**src/rtl/usbh_cfg_pkg.sv**
```systemverilog
package usbh_cfg_pkg;
  localparam int unsigned DATA_W  = 32;
  localparam int unsigned ADDR_W  = 12;
  localparam int unsigned SIZE_W  = 2;
  localparam int unsigned TLL_AW  = 12;
  localparam int unsigned WRAP_AW = 10;
  localparam int unsigned VEND_AW = 10;
  localparam int unsigned SRST_BIT = 1;

  localparam logic [SIZE_W-1:0] SIZE_WORD = 2'b10;

  // window offsets
  localparam logic [ADDR_W-1:0] WRP_REV_OFS  = 12'h000;
  localparam logic [ADDR_W-1:0] WRP_SYS_OFS  = 12'h010;
  localparam logic [ADDR_W-1:0] WRP_STAT_OFS = 12'h014;
  localparam logic [ADDR_W-1:0] WRP_HCFG_OFS = 12'h040;
  localparam logic [ADDR_W-1:0] WRP_DBG_OFS  = 12'h044;
  localparam logic [ADDR_W-1:0] VND_ULPI_OFS = 12'h0A4;
  localparam logic [ADDR_W-1:0] TLL_REV_OFS  = 12'h000;
  localparam logic [ADDR_W-1:0] TLL_SYS_OFS  = 12'h010;
  localparam logic [ADDR_W-1:0] TLL_STAT_OFS = 12'h014;
  localparam logic [ADDR_W-1:0] TLL_IRQS_OFS = 12'h018;
  localparam logic [ADDR_W-1:0] TLL_IRQE_OFS = 12'h01C;

  // constant read values
  localparam logic [DATA_W-1:0] WRP_REV_VAL  = 32'h0000_0010;
  localparam logic [DATA_W-1:0] WRP_STAT_VAL = 32'h0000_0007;
  localparam logic [DATA_W-1:0] TLL_REV_VAL  = 32'h0000_0001;
  localparam logic [DATA_W-1:0] TLL_STAT_VAL = 32'h0000_0001;

  // defaults and write masks
  localparam logic [DATA_W-1:0] WRP_SYS_DEF  = 32'h0000_0001;
  localparam logic [DATA_W-1:0] WRP_SYS_MSK  = 32'h0000_311D;
  localparam logic [DATA_W-1:0] WRP_HCFG_DEF = 32'h0000_0700;
  localparam logic [DATA_W-1:0] WRP_HCFG_MSK = 32'h0000_1F3D;
  localparam logic [DATA_W-1:0] WRP_DBG_DEF  = 32'h0000_0020;
  localparam logic [DATA_W-1:0] WRP_DBG_MSK  = 32'h000F_00FF;
  localparam logic [DATA_W-1:0] VND_ULPI_DEF = 32'h0000_0000;
  localparam logic [DATA_W-1:0] VND_ULPI_MSK = 32'hF000_0000;
  localparam logic [DATA_W-1:0] TLL_SYS_DEF  = 32'h0000_0001;
  localparam logic [DATA_W-1:0] TLL_SYS_MSK  = 32'hFFFF_FEE0;

  typedef enum logic [3:0] {
    REG_NONE,
    REG_W_REV, REG_W_SYS, REG_W_STAT, REG_W_HCFG, REG_W_DBG,
    REG_V_ULPI, REG_V_ZERO,
    REG_T_REV, REG_T_SYS, REG_T_STAT, REG_T_IRQS, REG_T_IRQE
  } reg_id_e;
endpackage

```
**src/rtl/usbh_cfg_decode.sv**
```systemverilog
module usbh_cfg_decode
  import usbh_cfg_pkg::*;
(
  input  logic              tll_sel_i,
  input  logic              wrap_sel_i,
  input  logic              vend_sel_i,
  input  logic [ADDR_W-1:0] addr_i,
  input  logic [SIZE_W-1:0] size_i,
  output logic              act_o,
  output logic              bad_o,
  output reg_id_e           id_o
);
  logic [TLL_AW-1:0]  tll_ofs;
  logic [WRAP_AW-1:0] wrap_ofs;
  logic [VEND_AW-1:0] vend_ofs;

  assign tll_ofs  = addr_i[TLL_AW-1:0];
  assign wrap_ofs = addr_i[WRAP_AW-1:0];
  assign vend_ofs = addr_i[VEND_AW-1:0];
  assign act_o    = tll_sel_i | wrap_sel_i | vend_sel_i;

  always_comb begin
    id_o  = REG_NONE;
    bad_o = 1'b0;
    if (tll_sel_i) begin
      unique case (tll_ofs)
        TLL_AW'(TLL_REV_OFS):  id_o = REG_T_REV;
        TLL_AW'(TLL_SYS_OFS):  id_o = REG_T_SYS;
        TLL_AW'(TLL_STAT_OFS): id_o = REG_T_STAT;
        TLL_AW'(TLL_IRQS_OFS): id_o = REG_T_IRQS;
        TLL_AW'(TLL_IRQE_OFS): id_o = REG_T_IRQE;
        default:               bad_o = 1'b1;
      endcase
    end else if (wrap_sel_i) begin
      unique case (wrap_ofs)
        WRAP_AW'(WRP_REV_OFS):  id_o = REG_W_REV;
        WRAP_AW'(WRP_SYS_OFS):  id_o = REG_W_SYS;
        WRAP_AW'(WRP_STAT_OFS): id_o = REG_W_STAT;
        WRAP_AW'(WRP_HCFG_OFS): id_o = REG_W_HCFG;
        WRAP_AW'(WRP_DBG_OFS):  id_o = REG_W_DBG;
        default:                bad_o = 1'b1;
      endcase
    end else if (vend_sel_i) begin
      // whole vendor window is decoded: unknown offsets read zero
      id_o = (vend_ofs == VEND_AW'(VND_ULPI_OFS)) ? REG_V_ULPI : REG_V_ZERO;
    end
    if (act_o && (size_i != SIZE_WORD)) begin
      bad_o = 1'b1;
      id_o  = REG_NONE;
    end
  end
endmodule

```
**src/rtl/usbh_cfg_mreg.sv**
```systemverilog
module usbh_cfg_mreg #(
  parameter int unsigned W        = 32,
  parameter logic [W-1:0] RST_VAL = '0,
  parameter logic [W-1:0] WR_MASK = '1,
  parameter bit           SOFT_EN = 1'b1
) (
  input  logic         clk_i,
  input  logic         rst_ni,
  input  logic         we_i,
  input  logic         srst_i,
  input  logic [W-1:0] d_i,
  output logic [W-1:0] q_o
);
  logic srst_eff;

  // soft reset outranks the write that raised it
  assign srst_eff = SOFT_EN ? srst_i : 1'b0;

  always_ff @(posedge clk_i or negedge rst_ni) begin
    if (!rst_ni)       q_o <= RST_VAL;
    else if (srst_eff) q_o <= RST_VAL;
    else if (we_i)     q_o <= d_i & WR_MASK;
  end
endmodule

```
**src/rtl/usbh_cfg_regs.sv**
```systemverilog
module usbh_cfg_regs
  import usbh_cfg_pkg::*;
(
  input  logic              clk_i,
  input  logic              rst_ni,
  input  logic              tll_sel_i,
  input  logic              wrap_sel_i,
  input  logic              vend_sel_i,
  input  logic              we_i,
  input  logic [ADDR_W-1:0] addr_i,
  input  logic [SIZE_W-1:0] size_i,
  input  logic [DATA_W-1:0] wdata_i,
  output logic [DATA_W-1:0] rdata_o,
  output logic              err_o
);
  localparam int unsigned NREG = 5;
  localparam int unsigned I_WSYS = 0, I_HCFG = 1, I_DBG = 2, I_ULPI = 3, I_TSYS = 4;
  localparam logic [NREG-1:0][DATA_W-1:0] DEFS  =
    {TLL_SYS_DEF, VND_ULPI_DEF, WRP_DBG_DEF, WRP_HCFG_DEF, WRP_SYS_DEF};
  localparam logic [NREG-1:0][DATA_W-1:0] MASKS =
    {TLL_SYS_MSK, VND_ULPI_MSK, WRP_DBG_MSK, WRP_HCFG_MSK, WRP_SYS_MSK};
  localparam logic [NREG-1:0] SOFTS = 5'b10111;
  localparam reg_id_e IDS [NREG] = '{REG_W_SYS, REG_W_HCFG, REG_W_DBG, REG_V_ULPI, REG_T_SYS};

  logic              act, bad, wr, rd, soft_rst;
  reg_id_e           id;
  logic [DATA_W-1:0] rd_val;
  logic [NREG-1:0][DATA_W-1:0] q;
  logic [DATA_W-1:0] wsys_q, hcfg_q, dbg_q, ulpi_q, tsys_q;

  usbh_cfg_decode u_dec (
    .tll_sel_i  (tll_sel_i),
    .wrap_sel_i (wrap_sel_i),
    .vend_sel_i (vend_sel_i),
    .addr_i     (addr_i),
    .size_i     (size_i),
    .act_o      (act),
    .bad_o      (bad),
    .id_o       (id)
  );

  assign wr       = act & we_i & ~bad;
  assign rd       = act & ~we_i & ~bad;
  assign soft_rst = wr & (id == REG_W_SYS) & wdata_i[SRST_BIT];

  for (genvar g = 0; g < NREG; g++) begin : g_reg
    usbh_cfg_mreg #(
      .W       (DATA_W),
      .RST_VAL (DEFS[g]),
      .WR_MASK (MASKS[g]),
      .SOFT_EN (SOFTS[g])
    ) u_reg (
      .clk_i  (clk_i),
      .rst_ni (rst_ni),
      .we_i   (wr && (id == IDS[g])),
      .srst_i (soft_rst),
      .d_i    (wdata_i),
      .q_o    (q[g])
    );
  end

  assign wsys_q = q[I_WSYS];
  assign hcfg_q = q[I_HCFG];
  assign dbg_q  = q[I_DBG];
  assign ulpi_q = q[I_ULPI];
  assign tsys_q = q[I_TSYS];

  always_comb begin
    unique case (id)
      REG_W_REV:  rd_val = WRP_REV_VAL;
      REG_W_STAT: rd_val = WRP_STAT_VAL;
      REG_W_SYS:  rd_val = wsys_q;
      REG_W_HCFG: rd_val = hcfg_q;
      REG_W_DBG:  rd_val = dbg_q;
      REG_V_ULPI: rd_val = ulpi_q;
      REG_T_REV:  rd_val = TLL_REV_VAL;
      REG_T_STAT: rd_val = TLL_STAT_VAL;
      REG_T_SYS:  rd_val = tsys_q;
      default:    rd_val = '0;
    endcase
  end

  always_ff @(posedge clk_i or negedge rst_ni) begin
    if (!rst_ni) begin
      rdata_o <= '0;
      err_o   <= 1'b0;
    end else begin
      rdata_o <= rd ? rd_val : '0;
      err_o   <= act & bad;
    end
  end
endmodule

```
**config.mk**
```make
export PLATFORM = sky130hd
export DESIGN_NAME = usbh_cfg_regs
export DESIGN_NICKNAME = d
export VERILOG_FILES = /design/src/rtl/usbh_cfg_pkg.sv /design/src/rtl/usbh_cfg_decode.sv /design/src/rtl/usbh_cfg_mreg.sv /design/src/rtl/usbh_cfg_regs.sv
export SDC_FILE = /design/constraint.sdc
export NUM_CORES = 1
export LEC_CHECK = 0
export CAP_MARGIN = 15
export CORE_MARGIN = 3
export CORE_UTILIZATION = 50
export CTS_CLUSTER_SIZE = 8
export DETAILED_ROUTE_END_ITERATION = 8
export GPL_ROUTABILITY_DRIVEN = 0
export HOLD_SLACK_MARGIN = 0.02
export PLACE_DENSITY_LB_ADDON = 0.05
export SYNTH_ARGS = -nofsm -noshare
export SYNTH_HDL_FRONTEND = slang
export SYNTH_SLANG_ARGS = --single-unit
export TNS_END_PERCENT = 5
```
**constraint.sdc**
```tcl
create_clock -name clk_i -period 2.2 [get_ports clk_i]
set_clock_uncertainty 0.05 [all_clocks]
set_input_delay 0.44 -clock clk_i [delete_from_list [all_inputs] [get_ports clk_i]]
set_output_delay 0.44 -clock clk_i [all_outputs]
set_load 0.01 [all_outputs]
```
==> results_dict.tcl <==
set metrics [dict create \
    status "finished with violations" \
    violations "negative setup slack" \
    htreeDepth 3 \
    syn2layout_area_growth_pct 52.2 \
    overflow 0 \
    synthSimpleGateAreaFrac_pct 23.3 \
    power_density_nw_per_um2 505 \
    path_max_fanout 5 \
    tritoncts "yes" \
    end_kind "flop" \
    final_util_pct 78.6 \
    syn_avg_cell_area_um2 9.98 \
    synth.distinct_cells 59 \
    hpwl_mm 7.97 \
    synth_edf_count 0 \
    root_buffer "clkbuf_8" \
    fin_area_um2 6490 \
    slew-limit-headroom_pct 67.7 \
    synthXorXnorAreaFrac_pct 0.411 \
    synthFlopType "dfrtp_1" \
    met2_usage_pct 45.2 \
    fin_cells 695 \
    p_comb_share_pct 11.9 \
    die_h_um 98.3 \
    leakage_nw 2.84 \
    clock_latency_ns 0.37 \
    syn_inst 427 \
    avgViaCountPerCell 5.76 \
    hold_viol_final 0 \
    drt-initial-drc-count 254 \
    num_io_pins 85 \
    placedCellCount 656 \
    syn_area_um2 4260 \
    drive_gt1_share_pct 34.4 \
    rows 33 \
    worst_pin_slew_ns 0.485 \
    start_util_pct 51.6 \
    grtUsageMet3_pct 5.36 \
    synthAdderAreaFrac_pct 0 \
    switching_power_mw 0.884 \
    antenna_found_initial 0 \
    fin_crit_sh_pct 118 \
    grt_max_degree 38 \
    seq_area_frac_synth_pct 54.8 \
    wire_per_inst_um 18.3 \
    core_um2 8260 \
    track_usage_pct 26.8 \
    muxShareOfSynthArea_pct 3.40 \
    ys_warn_count 0 \
    hp-class "flop to flop" \
    crit_path_start_kind "primary input" \
    yosysTopAreaCell "dfrtp_1" \
    finalWirelength_mm 12.7 \
    synth_nets 479 \
    drtAntennaViolNets 0 \
    clock-sinks 93 \
    synth-compound-area-share_pct 13.9 \
    power.share.switching_pct 27.0 \
    dr.pass1.iters 5 \
    finalSetupTns_ns -27.21 \
    p_seq_share_pct 54.3 \
    cts_buffers 9 \
    grt_pass1_wl_mm 20.5 \
    synth_top_family_by_area "simple AND/OR/NAND/NOR gates" \
    dp_slack_ns -1.18 \
    yosys-top-cells-area "dfrtp_1 (51%), nand2_1 (6.7%), a21oi_1 (5.5%)" \
    post-route-min-period_ns 2.59 \
    p_int_mw 2.40 \
    synthArstFlopShare_pct 100 \
    yosys_register_bits 93 \
    grt_pass1_vias 4109 \
    use_met1_pct 34.5 \
    final_cell_mix "dfrtp_1 (87), nand2_1 (73), clkdlybuf4s50_1 (72)" \
    cts_buffer_depth 2 \
    worst_slack_ns -0.386 \
    die_w_um 98.3 \
    final_common_cell "dfrtp_1" \
    rsz0062_at_grt "true" \
    io_buffers 84 \
    finish.net_count 637 \
    setup_violations 92 \
    gr-max-usage-layer "met2" \
    power_mw 3.28 \
    crit_type "primary input to flop" \
    max_freq_mhz 387 \
    drv_cap 0 \
    drv_slew 0 \
    fillCellCount 538 \
    required_ns 2.38 \
    placed_cell_area_um2 5680 \
    diodes 0 \
    dieArea_um2 9670 \
    ir_worst_vdd_mv 0.443 \
    cp_data_arrival_time_ns 2.77 \
    route.detailed.drc 0 \
    hold_slack_ns 0.429 \
    yosysTopAreaCellShare_pct 51.1 \
    pwr-share-clk_pct 33.8 \
    cts.clk_slew.worst_paths_ns 0.11 \
    dr_total_vias 4006 \
]
power groups by stage:
stage               clock, mW  combinational, mW  sequential, mW
detailed placement          0              0.341            1.81
finish                   1.11              0.391            1.78
CTS                      1.13              0.377            1.78
floorplan                   0              0.106            1.80
global route             1.19              0.424            1.79
global placement            0              0.333            1.81
per-layer routing:
layer | share of wire (%) | routed length, um | vias to the layer above
met5 | 0 | 0 | -
met4 | 1.8 | 229 | 0
met3 | 6.4 | 815 | 26
met2 | 51 | 6440 | 157
met1 | 41 | 5220 | 2011
li1 | - | - | 1812
logic make-up (layout without fill, tap and decap cells):
family,Yosys count,after routing
buf+inv,34,197
simple gates,191,191
mux,14,14
compound gates,93,93
flops,93,93
xor+xnor,2,2
final timing paths:
kind	start	endpoint	slack, ns	cells after the start
min reg2reg	g_reg[4].u_reg.q_o[0]	g_reg[4].u_reg.q_o[0]	0.43	2
max	addr_i[4]	rdata_o[3]	-0.39	10
min	g_reg[4].u_reg.q_o[0]	g_reg[4].u_reg.q_o[0]	0.43	2
max in group asynchronous	rst_ni	g_reg[0].u_reg.q_o[0]	0.94	3
min in group asynchronous	rst_ni	g_reg[3].u_reg.q_o[29]	0.52	2
max reg2reg	g_reg[0].u_reg.q_o[0]	rdata_o[0]	0.97	3
worst max-delay path: stages:
cell	delay, ns
buf_8	0.09
or4bb_1	0.52
or4_4	0.56
o2111a_2	0.20
nor2_4	0.19
buf_6	0.14
buf_6	0.09
nor3_4	0.05
a222oi_1	0.36
nor2_1	0.11
flip-flops by register name, indices dropped and copies added (netlist names):
signal / cells
rdata_o: 32
g.u_reg.q_o: 60
err_o: 1
area by class of cell:
cell class                      instances  area, um2  share of cell area [%]
Clock inverter                          7       67.6                    1.04
Multi-Input combinational cell        300       2100                    32.3
Tap cell                              105        131                    2.02
Inverter                                8       30.0                   0.463
Timing Repair Buffer                  173       1700                    26.3
Clock buffer                            9        124                    1.91
Sequential cell                        93       2330                    36.0
cells in the mapped netlist, types with 4 or more instances:
cell type / count
nor2b_1: 4
inv_1: 8
nor2_1: 36
buf_2: 7
mux2i_1: 10
dfrtp_1: 87
nand3_1: 20
a21oi_1: 47
nand3b_1: 7
a22oi_1: 16
buf_6: 4
clkbuf_1: 12
nor3_1: 5
nand2_1: 76
o21ai_0: 11
and2_1: 12
dfstp_2: 6
timing repair:
| item | 4_1_cts | 5_1_grt |
|---|---|---|
| cloned | 5 | 0 |
| endpoints found under the setup margin | 93 | 92 |
| hold buffers | 1 | 0 |
| pin swaps | 65 | 16 |
| resized for setup | 113 | 35 |
| setup buffers | 17 | 1 |
| endpoints found under the hold margin | 31 | 0 |
(Power assumes the default switching activity.)
